==> src/rtl/polar_enc_pkg.sv <==
package polar_enc_pkg;

    localparam int unsigned DEF_STAGES = 3;
    localparam int unsigned DEF_INFO   = 4;
    localparam int unsigned MAX_LEN    = 64;

    // Number of set bits of mask strictly below index pos
    function automatic int unsigned mask_rank(input logic [MAX_LEN-1:0] mask,
                                              input int unsigned pos);
        int unsigned cnt;
        cnt = 0;
        for (int unsigned i = 0; i < MAX_LEN; i++) begin
            if (i < pos && mask[i]) cnt++;
        end
        return cnt;
    endfunction

    // Whether butterfly stage s treats position j as the upper (combining) node
    function automatic bit is_upper(input int unsigned j, input int unsigned s);
        return ((j >> s) & 1) == 0;
    endfunction

endpackage

==> src/rtl/polar_info_place.sv <==
module polar_info_place
    import polar_enc_pkg::*;
#(
    parameter int unsigned N = 8,
    parameter int unsigned K = 4,
    parameter logic [N-1:0] INFO_MASK = 8'hE8
) (
    input  logic [K-1:0] msg,
    output logic [N-1:0] src
);
    localparam logic [MAX_LEN-1:0] WIDE_MASK = MAX_LEN'(INFO_MASK);

    for (genvar p = 0; p < N; p++) begin : g_pos
        if (INFO_MASK[p]) begin : g_info
            localparam int unsigned RANK = mask_rank(WIDE_MASK, p);
            assign src[p] = msg[RANK];
        end else begin : g_frozen
            assign src[p] = 1'b0;
        end
    end
endmodule

==> src/rtl/polar_butterfly.sv <==
module polar_butterfly
    import polar_enc_pkg::*;
#(
    parameter int unsigned M = 3,
    localparam int unsigned N = 1 << M
) (
    input  logic [N-1:0] vec_in,
    output logic [N-1:0] vec_out
);
    logic [N-1:0] lvl [M+1];

    assign lvl[0] = vec_in;

    for (genvar s = 0; s < M; s++) begin : g_stage
        localparam int unsigned SPAN = 1 << s;
        for (genvar j = 0; j < N; j++) begin : g_node
            if (is_upper(j, s)) begin : g_up
                assign lvl[s+1][j] = lvl[s][j] ^ lvl[s][j+SPAN];
            end else begin : g_low
                assign lvl[s+1][j] = lvl[s][j];
            end
        end
    end

    assign vec_out = lvl[M];
endmodule

==> src/rtl/polar_encoder.sv <==
module polar_encoder
    import polar_enc_pkg::*;
#(
    parameter int unsigned M = DEF_STAGES,
    parameter int unsigned K = DEF_INFO,
    localparam int unsigned N = 1 << M,
    parameter logic [N-1:0] INFO_MASK = 8'hE8
) (
    input  logic         clk,
    input  logic         rst,
    input  logic         msg_valid,
    output logic         msg_ready,
    input  logic [K-1:0] msg_data,
    output logic         cw_valid,
    output logic [N-1:0] cw_data
);
    logic [N-1:0] src_vec;
    logic [N-1:0] xform;
    logic         take;

    assign msg_ready = ~rst;
    assign take      = msg_valid & msg_ready;

    polar_info_place #(.N(N), .K(K), .INFO_MASK(INFO_MASK)) place_i (
        .msg (msg_data),
        .src (src_vec)
    );

    polar_butterfly #(.M(M)) bfly_i (
        .vec_in  (src_vec),
        .vec_out (xform)
    );

    always_ff @(posedge clk) begin
        if (rst) begin
            cw_valid <= 1'b0;
            cw_data  <= '0;
        end else begin
            cw_valid <= take;
            if (take) cw_data <= xform;
        end
    end

    // Placement: frozen positions stay zero, and no message bit is lost
    assert_frozen_zero_R5: assert property (@(posedge clk) disable iff (rst)
        (src_vec & ~INFO_MASK) == '0);
    assert_bits_kept_R4: assert property (@(posedge clk) disable iff (rst)
        $countones(src_vec) == $countones(msg_data));

    // Transform: column 0 of the Kronecker power is all ones, last column has only the last row
    assert_col0_parity_R3: assert property (@(posedge clk) disable iff (rst)
        xform[0] == ^src_vec);
    assert_last_col_R3: assert property (@(posedge clk) disable iff (rst)
        xform[N-1] == src_vec[N-1]);

    // Output timing and hold
    assert_valid_follows_R2: assert property (@(posedge clk) disable iff (rst)
        take |=> cw_valid);
    assert_idle_low_R2: assert property (@(posedge clk) disable iff (rst)
        !take |=> !cw_valid);
    assert_data_hold_R7: assert property (@(posedge clk) disable iff (rst)
        !take |=> $stable(cw_data));
endmodule

==> config.mk <==
export PLATFORM = sky130hd
export DESIGN_NAME = polar_encoder
export DESIGN_NICKNAME = d
export VERILOG_FILES = /design/src/rtl/polar_enc_pkg.sv /design/src/rtl/polar_info_place.sv /design/src/rtl/polar_butterfly.sv /design/src/rtl/polar_encoder.sv
export SDC_FILE = /design/constraint.sdc
export NUM_CORES = 1
export LEC_CHECK = 0
export ABC_AREA = 1
export BUFFER_PORTS_ARGS = -buffer_cell sky130_fd_sc_hd__clkbuf_2
export CORE_MARGIN = 2
export CORE_UTILIZATION = 29
export DETAILED_ROUTE_END_ITERATION = 12
export GPL_TIMING_DRIVEN = 0
export SKIP_CTS_REPAIR_TIMING = 1
export SYNTH_ARGS = -nofsm -noshare
export SYNTH_HDL_FRONTEND = slang
export SYNTH_SLANG_ARGS = --single-unit
==> constraint.sdc <==
create_clock -name clk -period 0.8 [get_ports clk]
set_input_delay 0.04 -clock clk [delete_from_list [all_inputs] [get_ports clk]]
set_output_delay 0.04 -clock clk [all_outputs]
set_load 0.05 [all_outputs]
== After elaboration in Yosys (flattened, before gate mapping) ==
Index checks and enable logic that the tools add are counted.

* Register bits: 9
* Bits in read-only memories: 0
* Memory bits (writable): 0
* Input port bits: 7
* Bits in latches: 0
* Memories kept: 0

* Shift-type cells: 0
* Bitwise operators: 9
* $add $sub $neg: 0
* Eq/ne operators: 0
* Reduce and logical (&&, ||, !) cells: 0
* Magnitude comparators: 0
* Muxes and demuxes: 0
* Divide/modulo/power cells: 0
* Multipliers: 0

{| class="wikitable"
|+ Operator list
! operator !! count
|-
| $xor A1 B1 Y1 || 7
|-
| $and A1 B1 Y1 || 1
|-
| $not A1 Y1 || 1
|}

== Longest topological paths before layout ==
* Depth after elaboration: 3
* Depth in mapped cells: 8

== By module ==
From an unflattened synthesis, not the netlist that was laid out.

* Cell total of the unflattened synthesis: 92
* Area, all modules: 571.8 um^2

{| class="wikitable"
|+ By module, submodules not included
! module !! seq. area each (um^2) !! times used !! cells an instance !! area each (um^2)
|-
| polar_encoder || 180.2 || 1 || 36 || 291.5
|-
| polar_butterfly || 0.0 || 1 || 47 || 216.5
|-
| polar_info_place || 0.0 || 1 || 9 || 63.8
|}

== Worst setup path after synthesis ==
No wires, ideal clock.

* Path type: register to register
* Start: register, netlist name cw_data[0]
* End: register cw_data[0]
* Path buffers: 0
* Arrival: 0.955 ns
* Slack: -0.219 ns
* Period minus slack after synthesis: 1.019 ns
* Cell stages (with the launch flop): 7
* Setup time: 0.064 ns
* Data required time: 0.736 ns
* Cells stage by stage: dfxtp_1 -> nand2_1 -> nand2_1 -> inv_1 -> nand2_1 -> inv_1 -> nor2_1

{| class="wikitable"
|+ RTL lines
! item !! RTL line !! RTL
|-
| end signal, assigned || polar_encoder.sv:40 || <nowiki>if (take) cw_data <= xform;</nowiki>
|-
| end, declared || polar_encoder.sv:15 || <nowiki>output logic [N-1:0] cw_data</nowiki>
|}

== Worst setup path in the final report ==
* Start: register cw_data[7]
* End: output port cw_data[7]

No word-level cell between the ends.

==> metrics.log <==
INFO  metric critPathMaxStageDelay = 0.33 ns
INFO  metric clock_insertion_delay_worst_skew = 0.26 ns
INFO  metric antenna_diodes = 0
INFO  metric placement_rows = 13
INFO  metric cap_viol_max_count = 0
INFO  metric layout.cell_area.non_filler = 631 sq um
INFO  metric grt_pass1_vias = 377
INFO  metric path_delay_family = flip-flops
INFO  metric cp_data_required_time = 0.76 ns
INFO  metric vdd.ir_drop.worst = 847 uV
INFO  metric synth_fp_nets = 70
INFO  metric fin_hold_ws = 0.0463 ns
INFO  metric dr_pass1_iterations = 4
INFO  metric global_route.usage.total = 11.0%
INFO  metric worst_clock_skew = 0 ns
INFO  metric startpoint_type = flip-flop
INFO  metric global_placement_routability_congestion = 0.744
INFO  metric setup-violations-final = 0
INFO  metric die_w = 41.7 um
INFO  metric detailed_place.area = 528 sq um
INFO  metric cts_tree = yes
INFO  metric initial_core_util = 31.2%
INFO  metric met2_track_demand_over_resource_in_global_routing = 15.6%
INFO  metric hpwl = 685 um
INFO  metric grtUsageMet1 = 14.4%
INFO  metric drt_drc_violations_left = 0
INFO  metric port_buffers = 16
INFO  metric netlist_instances = 63
INFO  metric comb_power_share = 27.8%
INFO  metric pin_count_of_the_biggest_net_entering_global_routing = 10
INFO  metric cell_depth_of_the_worst_flop_to_flop_path = 4
INFO  metric cp_cell_sequence = buf_6
INFO  metric first_pass_grt_wire_length = 1.48 mm
INFO  metric drt_first_iter_violations = 13
INFO  metric clk_transition_reported_paths = 0.06 ns
INFO  metric internal_power = 791 uW
INFO  metric min_period = 0.783 ns
INFO  metric sequential_to_total_area_share_from_yosys_stat = 43.8%
INFO  metric finish.net_count = 91
INFO  metric clk_path_buf_depth = 2
INFO  metric grt.busiest_layer = met2
INFO  metric area_delta_synth_final = 53.2%
INFO  metric r2r_end = cw_data[1]
INFO  metric h-tree-depth = 1
INFO  metric setup_repair_after_global_routing_missed_its_margin = true
INFO  metric switching_share = 32.4%
INFO  metric power.share.clock = 29.2%
INFO  metric worstHoldStart = rst
INFO  metric worst_hold_path_type = input port to flip-flop
INFO  metric sequential_fraction_of_design_power = 43.0%
INFO  metric worst-setup-path-type = flip-flop to output port
INFO  metric most_common_cell_after_layout_fill_and_taps_aside = nand2_1
INFO  metric path_max_fanout = 2
INFO  metric slew_of_the_pin_with_the_lowest_slew_margin = 0.279 ns
INFO  metric crit_path_top_delay_cell = dfxtp_2
INFO  metric num_vias = 452
INFO  metric hold_path_depth = 2
INFO  metric min_period_over_period = 97.8%
INFO  metric setup.reg_to_reg.worst_slack = 0.08 ns
INFO  metric route.detailed.vias_per_inst = 4.61
INFO  metric die_y = 41.7 um
INFO  metric worstPathBufferInverterCount = 1
INFO  metric fin_setup_tns = 0 ns
INFO  metric die_area = 0.00174 sq mm
INFO  metric most-common-layout-cells = 20 x nand2_1, 11 x nand3_1, 8 x inv_1
INFO  metric syn-mean-instance-area = 6.53 sq um
INFO  metric clk_root_buffer_cell = clkbuf_4
INFO  metric io_pins = 17
INFO  metric post_synth_num_cell_types = 10
INFO  metric hold-path-endpoint = cw_data[1]
INFO  metric antenna_found_initial = 0
INFO  metric worst_setup_path_end_kind = output port
INFO  metric grt_overflow = 0
INFO  metric tritoncts_num_sinks = 9
INFO  metric outcome = finished clean
INFO  metric wl = 881 um
INFO  metric gr-usage-met3 = 2.61%
INFO  metric finish.utilization = 47.9%
INFO  metric finalHoldViolCount = 0
INFO  metric worstReg2RegStart = cw_data[1]
INFO  metric maxSlewHeadroom = 81.5%
INFO  metric yosys_warnings = 0
INFO  metric antenna_left = 0
INFO  metric drv_slew = 0
INFO  metric floorplan.core_area = 0.00132 sq mm
INFO  metric power_leakage = 0.329 nW
INFO  metric netSwitchingPower = 379 uW
INFO  metric fmax = 1280 MHz
INFO  metric layout-drive-gt1-share = 37.3%
INFO  metric powerDensity = 1860 mW/mm^2
INFO  metric routed_wire_length_per_instance = 8.99 um
INFO  metric synthesis.area = 412 sq um
INFO  metric critical_path_arrival = 0.74 ns
INFO  metric ys_ff_latch = 9
INFO  metric tritoncts.num_buffers = 3
-- worst max path at each step --
stage / from / to / slack [ns] / cells past startpoint
after detailed placement: rst / cw_data[1] / -0.15 / 7
after floorplan: cw_data[0] / cw_data[0] / -0.06 / 6
after CTS: cw_data[2] / cw_data[2] / -0.11 / 1
after global routing: cw_data[4] / cw_data[4] / -0.01 / 1
final: cw_data[7] / cw_data[7] / 0.02 / 1
after global placement: rst / cw_data[1] / -0.16 / 7
-- synthesized netlist by cell type --
cell,n,area [sq um]
nand2_1,20,75.1
nand3_1,11,55.1
dfxtp_1,9,180
inv_1,8,30.0
o21ai_0,5,25.0
nor2_1,4,15.0
a21oi_1,3,15.0
inv_2,1,3.75
nand2_2,1,6.26
nor2_2,1,6.26
-- sequential cells by signal, indices dropped and copies added, names as in the netlist --
name / cells
cw_data: 8
cw_valid: 1
-- power groups by stage --
stage,registers (mW),logic (mW),clock network (mW)
2_1_floorplan,0.608,0.0998,0
3_3_place_gp,0.503,0.275,0
3_5_place_dp,0.504,0.275,0
4_1_cts,0.493,0.277,0.363
5_1_grt,0.507,0.350,0.374
6_report,0.503,0.325,0.342
-- routing by layer --
layer,vias to the layer above,part of all wire [%]
li1,241,-
met4,0,2.5
met2,14,39
met5,-,0
met1,193,51
met3,4,6.6
-- layout make-up --
class                           count  area (sq um)
Fill cell                         138           687
Multi-Input combinational cell     45           198
Sequential cell                     9           196
Timing Repair Buffer               16           155
Inverter                            9          36.3
Clock buffer                        4          26.3
Tap cell                           15          18.8
-- cell families after synthesis --
| family | Yosys count | share of synthesized area (%) |
|---|---|---|
| compound gates | 8 | 9.72 |
| buf+inv | 9 | 8.21 |
| flops | 9 | 43.8 |
| simple gates | 37 | 38.3 |
-- per-stage QoR --
| step | power (mW) | setup WS [ns] | std cells |
|---|---|---|---|
| floorplan | 0.708 | -0.0585 | 63 |
| global placement | 0.778 | -0.156 | 94 |
| detailed placement | 0.779 | -0.145 | 94 |
| CTS | 1.13 | -0.111 | 98 |
| global route | 1.23 | -0.0112 | 98 |
| finish | 1.17 | 0.0174 | 98 |
(Power assumes the default switching activity.)
